### src/rtl/sdram_cke_pkg.sv
package sdram_cke_pkg;

   typedef enum logic [1:0] {
      ST_NORMAL = 2'd0,
      ST_PD     = 2'd1,
      ST_SR     = 2'd2,
      ST_SUSP   = 2'd3
   } pwr_state_t;

   typedef struct packed {
      logic desel;
      logic nop;
      logic cbr;
      logic mrs;
   } cmd_class_t;

endpackage

### src/rtl/sct_cmd_decode.sv
module sct_cmd_decode #(
   parameter int CMD_W = 4
) (
   input  logic [CMD_W-1:0]         cmd,
   output sdram_cke_pkg::cmd_class_t cls
);
   localparam int CS_BIT = CMD_W - 1;

   initial begin
      if (CMD_W != 4) $error("sct_cmd_decode: command bus must be 4 bits");
   end

   // bit order {cs_n, ras_n, cas_n, we_n}
   always_comb begin
      cls.desel = cmd[CS_BIT];
      cls.nop   = (cmd == 4'b0111);
      cls.cbr   = (cmd == 4'b0001);
      cls.mrs   = (cmd == 4'b0000);
   end
endmodule

### src/rtl/sct_cke_history.sv
module sct_cke_history #(
   parameter bit PREV_RST = 1'b1
) (
   input  logic clk,
   input  logic rst,
   input  logic cke,
   output logic cke_prev,
   output logic cke_drop,
   output logic cke_rise
);
   always_ff @(posedge clk) begin
      if (rst) cke_prev <= PREV_RST;
      else     cke_prev <= cke;
   end

   assign cke_drop = cke_prev & ~cke;
   assign cke_rise = ~cke_prev & cke;
endmodule

### src/rtl/sct_power_fsm.sv
module sct_power_fsm #(
   parameter int CMD_W = 4
) (
   input  logic                      clk,
   input  logic                      rst,
   input  logic                      cke,
   input  logic                      cke_prev,
   input  logic                      cke_drop,
   input  logic                      cke_rise,
   input  logic                      all_idle,
   input  logic [CMD_W-1:0]          cmd,
   input  sdram_cke_pkg::cmd_class_t cls,
   output logic [1:0]                state_o,
   output logic [5:0]                pulse_o,
   output logic                      illegal_o,
   output logic                      ignored_o,
   output logic                      fwd_valid_o,
   output logic [CMD_W-1:0]          fwd_cmd_o
);
   import sdram_cke_pkg::*;

   localparam int NPULSE = 6;
   localparam int P_EPD = 5, P_XPD = 4, P_ESR = 3, P_XSR = 2, P_ECS = 1, P_XCS = 0;

   pwr_state_t        state_q, state_d;
   logic [NPULSE-1:0] pulse_d, pulse_q;
   logic              ill_d, ill_q, ign_d, ign_q, fwd_d, fwd_q;
   logic [CMD_W-1:0]  fcmd_q;
   logic              wake_ok;

   assign wake_ok = cls.desel | cls.nop;

   always_comb begin
      state_d = state_q;
      pulse_d = '0;
      ill_d   = 1'b0;
      ign_d   = 1'b0;
      case (state_q)
         ST_NORMAL: begin
            if (cke_prev && cls.mrs && !all_idle) ill_d = 1'b1;
            if (cke_drop) begin
               if (all_idle && cls.cbr) begin
                  state_d = ST_SR;   pulse_d[P_ESR] = 1'b1;
               end else if (all_idle && wake_ok) begin
                  state_d = ST_PD;   pulse_d[P_EPD] = 1'b1;
               end else begin
                  state_d = ST_SUSP; pulse_d[P_ECS] = 1'b1;
                  if (cls.cbr) ill_d = 1'b1;
               end
            end
         end
         ST_PD: if (cke_rise) begin
            state_d = ST_NORMAL; pulse_d[P_XPD] = 1'b1; ill_d = !wake_ok;
         end
         ST_SR: if (cke_rise) begin
            state_d = ST_NORMAL; pulse_d[P_XSR] = 1'b1; ill_d = !wake_ok;
         end
         default: begin                                              // ST_SUSP
            ign_d = !cls.desel;
            if (cke_rise) begin
               state_d = ST_NORMAL; pulse_d[P_XCS] = 1'b1;
            end
         end
      endcase
      fwd_d = (state_q == ST_NORMAL) && cke_prev && !cls.desel && !ill_d;
   end

   always_ff @(posedge clk) begin
      if (rst) begin
         state_q <= ST_NORMAL;
         pulse_q <= '0;
         ill_q   <= 1'b0;
         ign_q   <= 1'b0;
         fwd_q   <= 1'b0;
         fcmd_q  <= '0;
      end else begin
         state_q <= state_d;
         pulse_q <= pulse_d;
         ill_q   <= ill_d;
         ign_q   <= ign_d;
         fwd_q   <= fwd_d;
         fcmd_q  <= fwd_d ? cmd : '0;
      end
   end

   assign state_o     = state_q;
   assign pulse_o     = pulse_q;
   assign illegal_o   = ill_q;
   assign ignored_o   = ign_q;
   assign fwd_valid_o = fwd_q;
   assign fwd_cmd_o   = fcmd_q;

   a_r6_pd_hold: assert property (@(posedge clk) disable iff (rst)
      (state_q == ST_PD && !cke) |=> (state_q == ST_PD && !ill_q));

   a_r6_sr_hold: assert property (@(posedge clk) disable iff (rst)
      (state_q == ST_SR && !cke) |=> (state_q == ST_SR && !ill_q));

   a_r4_sr_from_idle: assert property (@(posedge clk) disable iff (rst)
      (state_q == ST_SR && $past(state_q) != ST_SR) |-> $past(all_idle));

   a_r10_no_fwd_in_suspend: assert property (@(posedge clk) disable iff (rst)
      (state_q == ST_SUSP) |=> !fwd_q);

   a_r2_pulses_onehot: assert property (@(posedge clk) disable iff (rst)
      $onehot0(pulse_q));
endmodule

### src/rtl/sdram_cke_tracker.sv
module sdram_cke_tracker #(
   parameter int CMD_W    = 4,
   parameter bit PREV_RST = 1'b1
) (
   input  logic             clk,
   input  logic             rst,
   input  logic             cke,
   input  logic             cs_n,
   input  logic             ras_n,
   input  logic             cas_n,
   input  logic             we_n,
   input  logic             all_idle,
   output logic [1:0]       state_o,
   output logic             enter_pd_o,
   output logic             exit_pd_o,
   output logic             enter_sr_o,
   output logic             exit_sr_o,
   output logic             enter_cs_o,
   output logic             exit_cs_o,
   output logic             illegal_o,
   output logic             cmd_ignored_o,
   output logic             fwd_valid_o,
   output logic [CMD_W-1:0] fwd_cmd_o
);
   import sdram_cke_pkg::*;

   logic [CMD_W-1:0] cmd;
   cmd_class_t       cls;
   logic             cke_prev, cke_drop, cke_rise;
   logic [5:0]       pulses;

   assign cmd = {cs_n, ras_n, cas_n, we_n};

   sct_cmd_decode #(.CMD_W(CMD_W)) u_dec (
      .cmd (cmd),
      .cls (cls)
   );

   sct_cke_history #(.PREV_RST(PREV_RST)) u_hist (
      .clk      (clk),
      .rst      (rst),
      .cke      (cke),
      .cke_prev (cke_prev),
      .cke_drop (cke_drop),
      .cke_rise (cke_rise)
   );

   sct_power_fsm #(.CMD_W(CMD_W)) u_fsm (
      .clk         (clk),
      .rst         (rst),
      .cke         (cke),
      .cke_prev    (cke_prev),
      .cke_drop    (cke_drop),
      .cke_rise    (cke_rise),
      .all_idle    (all_idle),
      .cmd         (cmd),
      .cls         (cls),
      .state_o     (state_o),
      .pulse_o     (pulses),
      .illegal_o   (illegal_o),
      .ignored_o   (cmd_ignored_o),
      .fwd_valid_o (fwd_valid_o),
      .fwd_cmd_o   (fwd_cmd_o)
   );

   assign {enter_pd_o, exit_pd_o, enter_sr_o, exit_sr_o, enter_cs_o, exit_cs_o} = pulses;
endmodule

### config.mk
export PLATFORM = sky130hd
export DESIGN_NAME = sdram_cke_tracker
export DESIGN_NICKNAME = d
export VERILOG_FILES = /design/src/rtl/sdram_cke_pkg.sv /design/src/rtl/sct_cmd_decode.sv /design/src/rtl/sct_cke_history.sv /design/src/rtl/sct_power_fsm.sv /design/src/rtl/sdram_cke_tracker.sv
export SDC_FILE = /design/constraint.sdc
export NUM_CORES = 1
export LEC_CHECK = 0
export BUFFER_PORTS_ARGS = -buffer_cell sky130_fd_sc_hd__buf_4
export CAP_MARGIN = 20
export CELL_PAD_IN_SITES_DETAIL_PLACEMENT = 2
export CELL_PAD_IN_SITES_GLOBAL_PLACEMENT = 2
export CORE_ASPECT_RATIO = 1.5
export CORE_UTILIZATION = 29
export CTS_BUF_LIST = sky130_fd_sc_hd__clkbuf_4 sky130_fd_sc_hd__clkbuf_8
export CTS_CLUSTER_SIZE = 14
export DETAILED_ROUTE_END_ITERATION = 7
export HOLD_SLACK_MARGIN = 0.15
export PLACE_DENSITY_LB_ADDON = 0.1
export SYNTH_ARGS = -nofsm -noshare
export SYNTH_HDL_FRONTEND = slang
export SYNTH_SLANG_ARGS = --single-unit
### constraint.sdc
create_clock -name clk -period 1.5 [get_ports clk]
set_input_delay 0.075 -clock clk [delete_from_list [all_inputs] [get_ports clk]]
set_output_delay 0.075 -clock clk [all_outputs]
set_load 0.005 [all_outputs]
==> results.tsv, run 1 <==
metric	value	unit
Area Overhead vs Synth	51.5	%
antenna violations before repair	0	
Post-CTS Setup Inserts	0	
clock share of power	0.314	
HPWL after DPL	1.17	mm
total grt overflow	0	
htree depth	1	
Worst Hold Depth	3	
register share of total power	0.487	
CTS max path bufs	2	
Crit Path Category	reg2reg	
# setup viols final	0	
status	finished, final reports clean	
CTS root buf	clkbuf_4	
CP Cell Sequence	inv_1 > ha_2 > and3b_1 > a2111oi_2	
Core Box Area	2050	µm²
Max Clock Skew	0.00791	ns
critical path capture point	u_fsm.state_o[1]	
total track usage	0.182	
yosys warns	0	
setup slack, reg-to-reg	0.17	ns
Syn Area/Cell	10.4	µm²
vias post-DR	581	
CTS Buf Count	3	
vias per cell	4.92	
Tot Pwr	931	µW
RSZ-0062 raised after global routing	false	
row count	20	
CP Capture Type	register	
HP Class	in2reg	
clock sink count	16	
Die Ht	59.2	µm
DRT Pass-1 Iters	2	
Mapped Area	632	µm²
Comb pwr share	0.199	
CP Data Arrival Time	1.52	ns
WP data required	1.69	ns
fin util	0.466	
diode count	0	
PD cells	973	nW/µm²
fin. max-slew vios	0	
Routed WL	1.71	mm
worst relative slew slack	0.664	
slowest stage delay, CP	0.36	ns
largest net degree at the start of global routing	10	
WP depth	4	
Worst Min Path Start	rst	
DRC violation count after routing	0	
Filler cells	235	
period utilization	0.889	
Pint	688	µW
CP Max Fanout	6	
worst-case reg-to-reg path depth	4	
Buffers & Inverters on Critical Path	1	
Synth cell types	24	
Die ar.	2370	µm²
most common cell after layout, fill and taps aside	buf_4	
Peak VDD IR	0.453	mV
MaxCap Viol Count	0	
first-pass GRT wire length	2.88	mm
CP max stage cell	dfxtp_1	
Tmin final	1.33	ns
share of layout cells above drive strength 1	0.375	
FF-to-FF End	u_fsm.state_o[1]	
switching part of the total	0.261	
Post-Syn Instances	61	
number of global-route vias before repair	605	
reg-to-reg critical path startpoint	u_fsm.state_o[1]	
RePlAce Congestion	0.769	
CTS tree	built	
Least-Margin Pin Slew	0.499	ns
final setup TNS	0	ns
port bufs	22	
Final Hold Fails	0	
later-pin clock latency in the skew report	0.29	ns
initial core utilization	0.308	
P_sw	243	µW
Final ANT Viol Nets	0	
Yosys reg bits	16	
wire per inst	14.5	µm
leakage power	0.000432	µW
most frequent cells in the layout	buf_4 (24), dfxtp_1 (16), dlygate4sd3_1 (7)	
Clock transition at path regs	0.10	ns
crit path from	u_fsm.state_o[1]	
initial DRC count	4	
Seq/Total Area, Yosys	0.507	
Fmax achieved	750	MHz
Worst path top cell family by delay	flip-flops	
Nets	109	
Ports	23	
Die Width	40.1	µm
post-synthesis net count	73	
Setup crit start kind	register	
-- cell usage after synthesis --
cell	n	area share
nor2_1	5	0.030
nor3b_1	1	0.012
or2_4	1	0.014
a21oi_1	4	0.032
and3b_2	1	0.016
nor4_1	2	0.020
nand2b_2	1	0.014
inv_1	3	0.018
and3b_1	1	0.014
ha_1	4	0.079
nor2b_1	2	0.020
a2111oi_2	1	0.024
dfxtp_1	16	0.51
a2111oi_1	1	0.016
a31oi_1	2	0.020
and2_1	5	0.050
nor3_1	2	0.016
nor4b_2	1	0.024
or3_1	1	0.0099
or2_2	1	0.0099
nand2_1	3	0.018
a311oi_2	1	0.024
conb_1	1	0.0059
nand2b_1	1	0.0099
-- cells by family after synthesis --
group | Yosys count | synth area share
AND/OR/NAND/NOR | 28 | 0.275
flip-flops | 16 | 0.507
AO/OA/AOI/OAI | 9 | 0.115
adder cells (fa/ha/maj) | 4 | 0.0792
buffers and inverters | 3 | 0.0178
other | 1 | 0.00593
-- layout make-up --
cell class	count	area, µm²	share of cell area
clock buffer	4	36.3	0.0379
inverter	3	11.3	0.0118
multi-input combinational	42	312	0.325
sequential	16	320	0.335
tap	22	27.5	0.0288
timing repair buffer	31	250	0.261
-- metal layers --
metal,share of wire,GRT usage,up-vias
met5,0,0,-
met4,0.023,0.103,0
met3,0.029,0.0226,5
met2,0.53,0.297,16
met1,0.41,0.216,280
li1,-,-,280
-- worst min-delay path: cells and delay by family --
family,cells,cell delay (ns)
buf+inv,2,0.68
compound gates,1,0.05
-- registers in the layout, indices dropped and copies added (netlist names) --
signal and count:
u_fsm.pulse_o 6, u_fsm.fwd_valid_o 1, u_fsm.state_o 2, u_fsm.illegal_o 1, u_fsm.ignored_o 1, u_hist.cke_prev 1, u_fsm.fwd_cmd_o 4
-- power groups by stage --
stage | logic, µW | registers (µW) | clock network, µW
CTS | 178 | 454 | 299
floorplan | 71.9 | 469 | 0
global placement | 158 | 462 | 0
detailed placement | 161 | 464 | 0
finish | 185 | 454 | 293
global route | 207 | 456 | 316
-- stage by stage --
| step | cell area, µm² | cells | setup WS, ns | hold WS, ns |
|---|---|---|---|---|
| 2_1_floorplan | 632 | 61 | 0.147 | 0.152 |
| 3_3_place_gp | 840 | 107 | 0.172 | 0.326 |
| 3_5_place_dp | 840 | 107 | 0.109 | 0.322 |
| 4_1_cts | 946 | 118 | 0.0824 | 0.551 |
| 5_1_grt | 957 | 118 | 0.0836 | 0.563 |
| 6_report | 957 | 118 | 0.166 | 0.555 |
-- what timing repair did --
action,CTS,global route
setup endpoints to repair,0,2
hold endpoints to repair,12,0
resized for setup,0,2
hold buffers,7,0
-- worst min path at each step --
stage	endpoint	slack, ns
finish	u_fsm.state_o[0]	0.56
floorplan	u_fsm.state_o[0]	0.15
CTS	u_fsm.state_o[0]	0.55
global placement	u_fsm.state_o[0]	0.33
global route	u_fsm.state_o[0]	0.56
detailed placement	u_fsm.state_o[0]	0.32
No activity file was read; power rests on OpenSTA's default activity.
==> inputs of run 2 (changes only) <==
CELL_PAD_IN_SITES_DETAIL_PLACEMENT = unset   (was 2)
CELL_PAD_IN_SITES_GLOBAL_PLACEMENT = unset   (was 2)
CORE_AREA = 2 2 39 41   (was unset)
CORE_ASPECT_RATIO = unset   (was 1.5)
CORE_UTILIZATION = unset   (was 29)
DIE_AREA = 0 0 41 43   (was unset)
PLACE_DENSITY = 0.77   (was unset)
PLACE_DENSITY_LB_ADDON = unset   (was 0.1)
==> run 2 against run 1 <==
Count of clock-buffer cells in the layout fell by 1. Sequential cell count is the same. Clock power down 25%. Register-to-register slack lost 0.04 ns. Cell area down 3.4%. Core utilization up 20 points. Critical path type unchanged. Highest routed layer unchanged.
==> results.tsv, run 2 (synthesis gave the netlist of run 1 again) <==
metric	value	unit	change
Fmax achieved	727	MHz	-3.0%
most frequent cells in the layout	buf_4 (24), dfxtp_1 (16), dlygate4sd3_1 (7)		
DRT Pass-1 Iters	4		+2
Tmin final	1.38	ns	+0.0414 ns
DRC violation count after routing	0		unchanged
CTS max path bufs	2		unchanged
CTS root buf	clkbuf_4		
Crit Path Category	reg2reg		
Core Box Area	1380	µm²	-33%
worst-case reg-to-reg path depth	5		+1
total grt overflow	0		unchanged
Die Ht	43	µm	-27%
row count	14		-30%
Clock transition at path regs	0.09	ns	about the same
Area Overhead vs Synth	46.3	%	
Post-CTS Setup Inserts	0		unchanged
Peak VDD IR	0.504	mV	+11%
Routed WL	1.27	mm	-26%
later-pin clock latency in the skew report	0.28	ns	about the same
final setup TNS	0	ns	unchanged
post-route cell area	925	µm²	-3.4%
RSZ-0062 raised after global routing	false		
HPWL after DPL	893	µm	-24%
share of layout cells above drive strength 1	0.358		-0.0171
# setup viols final	0		unchanged
dpl cell area	832	µm²	-0.89%
WP data required	1.68	ns	about the same
vias per cell	4.99		+1.4%
clock share of power	0.261		-0.053
CP Max Fanout	6		unchanged
fin. max-slew vios	0		unchanged
Gates resized, CTS repair	0		unchanged
CP Cell Sequence	inv_1 > ha_1 > nor4b_2 > a311oi_2 > and2_1		
largest net degree at the start of global routing	9		-1
wire per inst	11.4	µm	-21%
MaxCap Viol Count	0		unchanged
initial core utilization	0.457		+0.149
Comb pwr share	0.202		+0.003
RePlAce Congestion	0.806		+4.8%
Place WS	0.145	ns	+0.0365 ns
initial DRC count	11		+7
Ports	23		unchanged
period utilization	0.917		+0.0276
CTS tree	built		
Pint	629	µW	-8.7%
CTS Buf Count	3		unchanged
port bufs	22		unchanged
register share of total power	0.537		+0.050
vias post-DR	554		-4.6%
Setup crit start kind	register		
Max Clock Skew	0.00422	ns	-0.00369 ns
first-pass GRT wire length	2.06	mm	-29%
max reg flops	6		unchanged
switching part of the total	0.254		-0.00719
Filler cells	110		-53%
Tot Pwr	842	µW	-9.5%
htree depth	1		unchanged
Die ar.	1760	µm²	-26%
number of global-route vias before repair	509		-16%
PD cells	911	nW/µm²	-6.4%
worst setup margin	0.125	ns	-0.0414 ns
CP max stage cell	dfxtp_1		
CP Data Arrival Time	1.56	ns	+0.04 ns
Worst Hold Depth	3		unchanged
antenna violations before repair	0		unchanged
Final Hold Fails	0		unchanged
clock sink count	16		unchanged
CP Capture Type	register		
Die Width	41	µm	+2.2%
slowest stage delay, CP	0.32	ns	-0.04 ns
Final ANT Viol Nets	0		unchanged
leakage power	0.000420	µW	-2.9%
status	finished, final reports clean		
most common cell after layout, fill and taps aside	buf_4		
Nets	109		unchanged
diode count	0		unchanged
P_sw	214	µW	-12%
HP Class	in2reg		
total track usage	0.177		-0.00492
## run 2: changes by cell type in the layout (fill, tap and decap cells not counted), sizes merged
cell,change
clkbuf,-1
## run 2: area by class of cell
class / instances / area (µm²) / area share
tap: 16 / 20.0 / 0.0217
multi-input combinational: 42 / 300 / 0.325
sequential: 16 / 320 / 0.346
timing repair buffer: 31 / 250 / 0.271
clock buffer: 3 / 22.5 / 0.0244
inverter: 3 / 11.3 / 0.0122
## run 2: what timing repair did
item	in CTS	in global routing
endpoints found under the setup margin	0	0
hold endpoints to repair	12	0
hold buffers	7	0
## run 2: power by group through the flow
stage / sequential (µW) / clock, µW / combinational (µW)
after global placement: 461 / 0 / 152
after detailed placement: 462 / 0 / 154
after floorplan: 469 / 0 / 71.9
after CTS: 452 / 222 / 171
after global routing: 455 / 240 / 189
final: 452 / 220 / 170
## run 2: worst paths after layout
kind                          from                 end  slack, ns
hold reg to reg    u_hist.cke_prev   u_fsm.fwd_valid_o       0.57
setup reg to reg  u_fsm.state_o[0]  u_fsm.fwd_cmd_o[0]       0.12
setup / recovery  u_fsm.state_o[0]  u_fsm.fwd_cmd_o[0]       0.12
hold / removal                 rst    u_fsm.state_o[0]       0.56
## run 2: worst max-delay path: cells and delay by family, from the launching register on
family | cells | cell delay (ns)
simple gates | 2 | 0.48
fa+ha+maj | 1 | 0.25
compound gates | 1 | 0.15
buf+inv | 1 | 0.08
flops | 1 | 0.32
## run 2: layer usage
layer  track usage  wire [µm]  share of wire
met1         0.193        486           0.38
met2         0.281        663           0.52
met3        0.0471         72          0.057
met4         0.113         42          0.033
met5             0          0              0
## run 2: stage by stage
step,utilization,hold WS (ns),instances
floorplan,-,0.152,61
global placement,0.601,0.316,101
detailed placement,0.601,0.318,101
CTS,0.668,0.560,111
global route,0.668,0.566,111
finish,0.668,0.557,111
